$ cat src/rtl/sweep_bist_pkg.sv
package sweep_bist_pkg;
  // direction encoding of ctl_addr[0]
  typedef enum logic {
    SWEEP_UP   = 1'b0,
    SWEEP_DOWN = 1'b1
  } sweep_dir_e;
endpackage

$ cat src/rtl/sweep_bist_addr.sv
module sweep_bist_addr
  import sweep_bist_pkg::*;
#(
  parameter int DEPTH = 1024,
  parameter int AW    = $clog2(DEPTH)
) (
  input  logic          clk,
  input  logic          rst,
  input  logic          step_i,
  input  sweep_dir_e    dir_i,
  output logic [AW-1:0] addr_o,
  output logic          wrap_hit_o,
  output logic          sweep_end_o
);
  localparam logic [AW-1:0] TOP = AW'(DEPTH - 1);

  logic [AW-1:0] addr_q;
  logic          fresh_q;
  logic          end_q;

  function automatic logic [AW-1:0] start_of(input sweep_dir_e d);
    return (d == SWEEP_DOWN) ? TOP : '0;
  endfunction

  function automatic logic [AW-1:0] last_of(input sweep_dir_e d);
    return (d == SWEEP_DOWN) ? '0 : TOP;
  endfunction

  function automatic logic [AW-1:0] next_of(input logic [AW-1:0] a, input sweep_dir_e d);
    return (d == SWEEP_DOWN) ? a - 1'b1 : a + 1'b1;
  endfunction

  assign addr_o      = fresh_q ? start_of(dir_i) : addr_q;
  assign wrap_hit_o  = step_i && (addr_o == last_of(dir_i));
  assign sweep_end_o = end_q;

  always_ff @(posedge clk) begin
    if (rst) begin
      addr_q  <= '0;
      fresh_q <= 1'b1;
      end_q   <= 1'b0;
    end else begin
      end_q <= wrap_hit_o;
      if (step_i) begin
        if (wrap_hit_o) begin
          fresh_q <= 1'b1;
        end else begin
          fresh_q <= 1'b0;
          addr_q  <= next_of(addr_o, dir_i);
        end
      end
    end
  end


  hold_addr_chk: assert property (@(posedge clk) disable iff (rst)
    (!step_i) |=> (addr_q == $past(addr_q)));


  step_up_chk: assert property (@(posedge clk) disable iff (rst)
    (step_i && dir_i == SWEEP_UP && !wrap_hit_o) |=> (addr_q == $past(addr_o) + 1'b1));


  step_down_chk: assert property (@(posedge clk) disable iff (rst)
    (step_i && dir_i == SWEEP_DOWN && !wrap_hit_o) |=> (addr_q == $past(addr_o) - 1'b1));


  end_follows_wrap_chk: assert property (@(posedge clk) disable iff (rst)
    wrap_hit_o |=> end_q);
endmodule

$ cat src/rtl/sweep_bist_cmp.sv
module sweep_bist_cmp #(
  parameter int WIDTH = 32,
  parameter int CW    = $clog2(WIDTH + 1)
) (
  input  logic             clk,
  input  logic             rst,
  input  logic             rd_issue_i,
  input  logic             pol_i,
  input  logic [WIDTH-1:0] rdata_i,
  output logic             valid_o,
  output logic [CW-1:0]    miss_o
);
  logic [WIDTH-1:0] exp_q;
  logic             vld_q;
  logic [WIDTH-1:0] diff;

  function automatic logic [CW-1:0] ones_in(input logic [WIDTH-1:0] v);
    logic [CW-1:0] n;
    n = '0;
    for (int i = 0; i < WIDTH; i++) begin
      n = n + CW'(v[i]);
    end
    return n;
  endfunction

  always_ff @(posedge clk) begin
    if (rst) begin
      vld_q <= 1'b0;
      exp_q <= '0;
    end else begin
      vld_q <= rd_issue_i;
      exp_q <= {WIDTH{pol_i}};
    end
  end

  assign diff    = rdata_i ^ exp_q;
  assign valid_o = vld_q;
  assign miss_o  = vld_q ? ones_in(diff) : '0;


  write_no_compare_chk: assert property (@(posedge clk) disable iff (rst)
    (!rd_issue_i) |=> (!valid_o));


  miss_bound_chk: assert property (@(posedge clk) disable iff (rst)
    miss_o <= CW'(WIDTH));
endmodule

$ cat src/rtl/sweep_bist_acc.sv
module sweep_bist_acc #(
  parameter int CW     = 6,
  parameter int FAIL_W = 23
) (
  input  logic              clk,
  input  logic              rst,
  input  logic              valid_i,
  input  logic [CW-1:0]     miss_i,
  output logic [FAIL_W-1:0] total_o,
  output logic              seen_o
);
  localparam int SW = FAIL_W + CW;
  localparam logic [FAIL_W-1:0] MAXC = {FAIL_W{1'b1}};

  logic [FAIL_W-1:0] total_q;
  logic              seen_q;

  function automatic logic [FAIL_W-1:0] sat_add(input logic [FAIL_W-1:0] a,
                                                input logic [CW-1:0] b);
    logic [SW-1:0] s;
    s = SW'(a) + SW'(b);
    return (s > SW'(MAXC)) ? MAXC : s[FAIL_W-1:0];
  endfunction

  always_ff @(posedge clk) begin
    if (rst) begin
      total_q <= '0;
      seen_q  <= 1'b0;
    end else if (valid_i) begin
      total_q <= sat_add(total_q, miss_i);
      if (miss_i != '0) seen_q <= 1'b1;
    end
  end

  assign total_o = total_q;
  assign seen_o  = seen_q;


  seen_sticky_chk: assert property (@(posedge clk) disable iff (rst)
    seen_q |=> seen_q);


  idle_count_chk: assert property (@(posedge clk) disable iff (rst)
    (!valid_i) |=> (total_q == $past(total_q)));


  saturate_hold_chk: assert property (@(posedge clk) disable iff (rst)
    (total_q == MAXC) |=> (total_q == MAXC));


  no_decrease_chk: assert property (@(posedge clk) disable iff (rst)
    1'b1 |=> (total_q >= $past(total_q)));
endmodule

$ cat src/rtl/sram_sweep_bist.sv
module sram_sweep_bist
  import sweep_bist_pkg::*;
#(
  parameter int DEPTH  = 1024,
  parameter int WIDTH  = 32,
  parameter int FAIL_W = $clog2(DEPTH * WIDTH) + 5,
  parameter int AW     = $clog2(DEPTH)
) (
  input  logic              clk,
  input  logic              rst,
  input  logic [1:0]        ctl_addr,
  input  logic              ctl_pol,
  input  logic              ctl_wr,
  output logic [AW-1:0]     mem_addr,
  output logic              mem_we,
  output logic [WIDTH-1:0]  mem_wdata,
  input  logic [WIDTH-1:0]  mem_rdata,
  output logic              sweep_end,
  output logic              fail_seen,
  output logic [FAIL_W-1:0] fail_total
);
  localparam int CW = $clog2(WIDTH + 1);

  logic          step;
  sweep_dir_e    dir;
  logic          wrap_hit;
  logic          cmp_valid;
  logic [CW-1:0] miss_bits;

  assign step      = ctl_addr[1];
  assign dir       = sweep_dir_e'(ctl_addr[0]);
  assign mem_we    = ctl_wr;
  assign mem_wdata = {WIDTH{ctl_pol}};

  sweep_bist_addr #(.DEPTH(DEPTH), .AW(AW)) addr_u (
    .clk         (clk),
    .rst         (rst),
    .step_i      (step),
    .dir_i       (dir),
    .addr_o      (mem_addr),
    .wrap_hit_o  (wrap_hit),
    .sweep_end_o (sweep_end)
  );

  sweep_bist_cmp #(.WIDTH(WIDTH), .CW(CW)) cmp_u (
    .clk        (clk),
    .rst        (rst),
    .rd_issue_i (!ctl_wr),
    .pol_i      (ctl_pol),
    .rdata_i    (mem_rdata),
    .valid_o    (cmp_valid),
    .miss_o     (miss_bits)
  );

  sweep_bist_acc #(.CW(CW), .FAIL_W(FAIL_W)) acc_u (
    .clk     (clk),
    .rst     (rst),
    .valid_i (cmp_valid),
    .miss_i  (miss_bits),
    .total_o (fail_total),
    .seen_o  (fail_seen)
  );


  end_single_chk: assert property (@(posedge clk) disable iff (rst)
    sweep_end |=> !sweep_end);


  seen_with_count_chk: assert property (@(posedge clk) disable iff (rst)
    $rose(fail_seen) |-> (fail_total != '0));
endmodule

$ cat config.mk
export PLATFORM = sky130hd
export DESIGN_NAME = sram_sweep_bist
export DESIGN_NICKNAME = d
export VERILOG_FILES = /design/src/rtl/sweep_bist_pkg.sv /design/src/rtl/sweep_bist_addr.sv /design/src/rtl/sweep_bist_cmp.sv /design/src/rtl/sweep_bist_acc.sv /design/src/rtl/sram_sweep_bist.sv
export SDC_FILE = /design/constraint.sdc
export NUM_CORES = 1
export LEC_CHECK = 0
export CAP_MARGIN = 20
export CORE_MARGIN = 2
export CORE_UTILIZATION = 40
export CTS_CLUSTER_SIZE = 40
export DETAILED_ROUTE_END_ITERATION = 8
export MAX_ROUTING_LAYER = met4
export PLACE_DENSITY = 0.78
export SKIP_CTS_REPAIR_TIMING = 1
export SLEW_MARGIN = 20
export SYNTH_ARGS = -nofsm -noshare
export SYNTH_HDL_FRONTEND = slang
export SYNTH_SLANG_ARGS = --single-unit
$ cat constraint.sdc
create_clock -name clk -period 27 [get_ports clk]
set_clock_uncertainty 0.1 [all_clocks]
set_input_delay 8.1 -clock clk [delete_from_list [all_inputs] [get_ports clk]]
set_output_delay 8.1 -clock clk [all_outputs]
set_load 0.03 [all_outputs]
# Word-level counts from Yosys, hierarchy flattened
# Index checks and enable logic that the tools add are counted.
# classes
reduce_logical	5
bitwise	2
add_sub_neg	34
n_eq_ne	1
muxes	7
n_lt_le_gt_ge	1
# op_table
operator	count
6-bit by 1-bit adder with 6-bit output	30
10-bit two-way mux	4
32-bit bitwise XOR	1
26-bit by 20-bit greater-than comparator with 1-bit output, second input constant	1
20-bit by 6-bit adder with 21-bit output	1
20-bit two-way mux	1
10-bit by 1-bit adder with 10-bit output, second input constant	1
10-bit == test	1
10-bit by 1-bit subtractor with 10-bit output, second input constant	1
6-bit two-way mux	1
6-bit nonzero test	1
2-bit AND reduction	2
1-bit by 1-bit adder with 2-bit output	1
1-bit logical AND	1
1-bit logical NOT	1
1-bit two-way mux	1
1-bit NOT	1
# totals
out_inout_bits	65
reg_bits	35
inputBits	38

# Logic depth before layout (Yosys ltp)
# logic_depth
ltp_word	36
mapped_depth	25

# Hierarchy
# From an unflattened synthesis, not the netlist that was laid out.
# hier_totals
hier_cells	403
area_unflattened_um2	3659.8
# modules_own_cells
mod	area_per_inst_um2	instances	cells_each
sweep_bist_acc	1251.2	1	142
sweep_bist_cmp	1141.1	1	108
sweep_bist_addr	1016.0	1	119
sram_sweep_bist	251.5	1	34

# Worst setup path after synthesis
# Ideal clock, no wire load.
# synth_path
kind	input port to output port
startpoint	input ctl_addr[0]
endpoint	output mem_addr[0]
setup_slack_ns	10.135
required_ns	18.800
n_path_buf	0
arrival_time_ns	8.665
cell_stages	2
path_cell_list	nand2_1 > o21ai_0
# synth_via
elab_chain_len	2
# synth_rtl
element	line	text
from (decl)	sram_sweep_bist.sv:11	input logic [1:0] ctl_addr,
10-bit two-way mux	sweep_bist_addr.sv:22	return (d == SWEEP_DOWN) ? TOP : '0;
10-bit two-way mux	sweep_bist_addr.sv:33	assign addr_o = fresh_q ? start_of(dir_i) : addr_q;
to (decl)	sram_sweep_bist.sv:14	output logic [AW-1:0] mem_addr,
# Every way passes these cells.

# Worst setup path in the final report
# Same ends and word-level chain as after synthesis.

==> results.json <==
{
  "status": "complete, no violations",
  "maxCapViolCount": 0,
  "drive_gt1_frac": 0.0353,
  "port_buffers": 102,
  "synth_seq_area_share": 0.198,
  "syn_area_sq_um": 3540,
  "crit_slowest_cell": "clkdlybuf4s50_1",
  "synth_area_leaders": "dfxtp_1 20%, fa_1 15%, ha_1 7.8%",
  "die_area_sq_um": 9610,
  "wl_met2_mm": 3.73,
  "ir_drop_mv": 0.0937,
  "cp-end-kind": "output pin",
  "synth-async-reset-ratio": 0,
  "power_mw": 0.501,
  "finalHoldViolations": 0,
  "switchingPower_mw": 0.239,
  "synth_top_family_by_area": "adder cells",
  "slowest_delay_ns": 0.76,
  "m1WireLength_mm": 3.66,
  "wl_mm": 7.77,
  "die_h_microns": 98.0,
  "synth_compound_area_frac": 0.163,
  "internal_power_mw": 0.263,
  "place_hpwl_mm": 6.12,
  "grt_pass1_wl_mm": 13.5,
  "core_sq_um": 8640,
  "crit_arrival_ns": 10.14,
  "ys.warnings.count": 0,
  "comb_power_share": 0.794,
  "synth_top_area_frac": 0.198,
  "pwr-share-seq": 0.121,
  "final_max_slew_viol_count": 0,
  "critical_path_class": "in -> out",
  "dp_cells": 582,
  "muxShareOfSynthArea": 0.0113,
  "finalSetupViolCount": 0,
  "finalNonFillerCells": 590,
  "vias": 2981,
  "crit_path_cell_trace": "clkdlybuf4s50_1 > nand2_1 > o21ai_0 > clkdlybuf4s50_1",
  "pin_count": 103,
  "numCtsBuffers": 5,
  "synth_fa_ha_area_frac": 0.225,
  "ant_nets": 0,
  "leakagePower_nw": 1.80,
  "first_global_vias": 2989,
  "rsz0062_at_grt": "no",
  "synth_ff_type": "dfxtp_1",
  "synth_cells": 417,
  "startpoint": "ctl_addr[0]",
  "met3_length_microns": 314,
  "max-slew-margin-rel": 0.406,
  "worstSkewPairLatency_ns": 0.28,
  "min_period_over_period": 0.679,
  "synth-edff-count": 0,
  "area_delta_synth_final_pct": 26.7,
  "cp_common_cell": "clkdlybuf4s50_1",
  "synth_nets": 503,
  "tritoncts": "done",
  "grt_max_degree": 38,
  "worstMarginPinSlew_ns": 0.888,
  "whs_ns": 0.353,
  "max_freq_mhz": 54.5,
  "floorplan.rows": 34,
  "final_cell_mix": "102 x clkdlybuf4s50_1, 44 x inv_1, 34 x dfxtp_1",
  "cts_sinks": 35,
  "clockBufferDepth": 2,
  "cts_root_buf": "clkbuf_8",
  "synth_cell_type_count": 51,
  "clk_pin_slew_ns": 0.07,
  "r2r-start": "cmp_u.exp_q[0]$_SDFF_PP0_",
  "hold_path.startpoint": "addr_u.addr_q[4]$_SDFFE_PP0P_",
  "yosys.area_share.simple": 0.147,
  "grt_antenna_before_repair": 0,
  "highest_layer": "met4",
  "track_usage": 0.169,
  "min_period_ns": 18.34,
  "dieWidth_microns": 98.0,
  "avgSynthCellArea_sq_um": 8.48,
  "grt-ovfl-total": 0,
  "post-route-util": 0.519,
  "sw_frac_of_total": 0.476,
  "ys_ff_latch": 35,
  "h-tree-depth": 2,
  "start_util": 0.409,
  "power.density_nw_per_um2": 112,
  "via_per_inst": 5.05,
  "fin_setup_tns_ns": 0,
  "required_ns": 18.80,
  "worstSetupStartpointType": "primary input",
  "drt-initial-drc-count": 100,
  "first_pass_iters": 4,
  "drc": 0,
  "clockPowerShare": 0.084,
  "final_nets": 567,
  "n_antenna_cell": 0,
  "mostFrequentLayoutCell": "clkdlybuf4s50_1",
  "wire_per_inst_microns": 13.2,
  "hold_path.class": "reg -> reg",
  "crit_path_max_fanout": 14,
  "place_congestion": 0.864,
  "yosys.area_share.xor_xnor": 0.116,
  "synth_top_area_cell": "dfxtp_1"
}
-- area by class of cell --
type	count	area (sq um)
clock buffers	8	100
fillers	826	4160
inverters	45	169
multi-input cells	291	2340
flip-flops and latches	35	702
well taps	108	135
repair buffers	103	1030
-- sequential cells by signal, summed over array words and instances, names as in the netlist --
| signal | flops |
|---|---|
| cmp_u.valid_o | 1 |
| cmp_u.exp_q | 1 |
| addr_u.fresh_q | 1 |
| addr_u.sweep_end_o | 1 |
| acc_u.seen_o | 1 |
| acc_u.total_o | 20 |
| addr_u.addr_q | 10 |
-- power by group through the flow --
stage	Combinational (mW)	Sequential (mW)	Clock, mW
after floorplan	0.313	0.0646	0
after global placement	0.385	0.0619	0
after detailed placement	0.399	0.0622	0
after CTS	0.405	0.0610	0.0439
after global routing	0.466	0.0617	0.0459
final	0.398	0.0609	0.0422
-- path summary, 6_finish.rpt --
kind         cells past startpoint  slack, ns                             to
max reg2reg                     21      19.19  acc_u.total_o[5]$_SDFFE_PP0P_
min reg2reg                      2       0.35  addr_u.addr_q[4]$_SDFFE_PP0P_
max                              4       8.66                    mem_addr[0]
min                              2       0.35  addr_u.addr_q[4]$_SDFFE_PP0P_
-- synth_stat cells (all sizes together), types with 2 or more instances --
cell,number
a31oi,8
nand2b,5
clkbuf,6
o211ai,4
nor2b,6
nand2,20
a21oi,27
xnor2,28
o21ai,20
and3,4
or4,2
dfxtp,35
o31ai,2
inv,45
a21o,6
nor4,3
nand4,3
and3b,4
or3,2
buf,40
xor2,19
fa,26
ha,22
nor3,10
and2,2
nor2,30
o21a,8
nand3,7
a211oi,7
mux2i,4
-- cell families (layout without fill, tap and decap cells) --
kind of cell / after synthesis / after routing
buf+inv: 91 / 156
xor+xnor: 47 / 47
fa+ha+maj: 48 / 48
flops: 35 / 35
compound gates: 90 / 90
mux: 4 / 4
simple gates: 102 / 102
-- per-stage QoR --
step	setup WS, ns	area [sq um]
final	8.66	4480
after global routing	8.50	4480
after CTS	8.65	4480
after detailed placement	8.66	4380
after global placement	8.74	4380
after floorplan	10.13	3540
-- metal layers --
layer  global-route usage  vias up
li1                     -     1502
met1                0.222     1393
met2                0.285       81
met3               0.0172        5
met4               0.0363        0
met5                    -        -
-- critical path: cells and delay by family --
family	cells	cell delay (ns)
simple gates	1	0.29
buf+inv	2	1.50
compound gates	1	0.24
(Power assumes the default switching activity.)
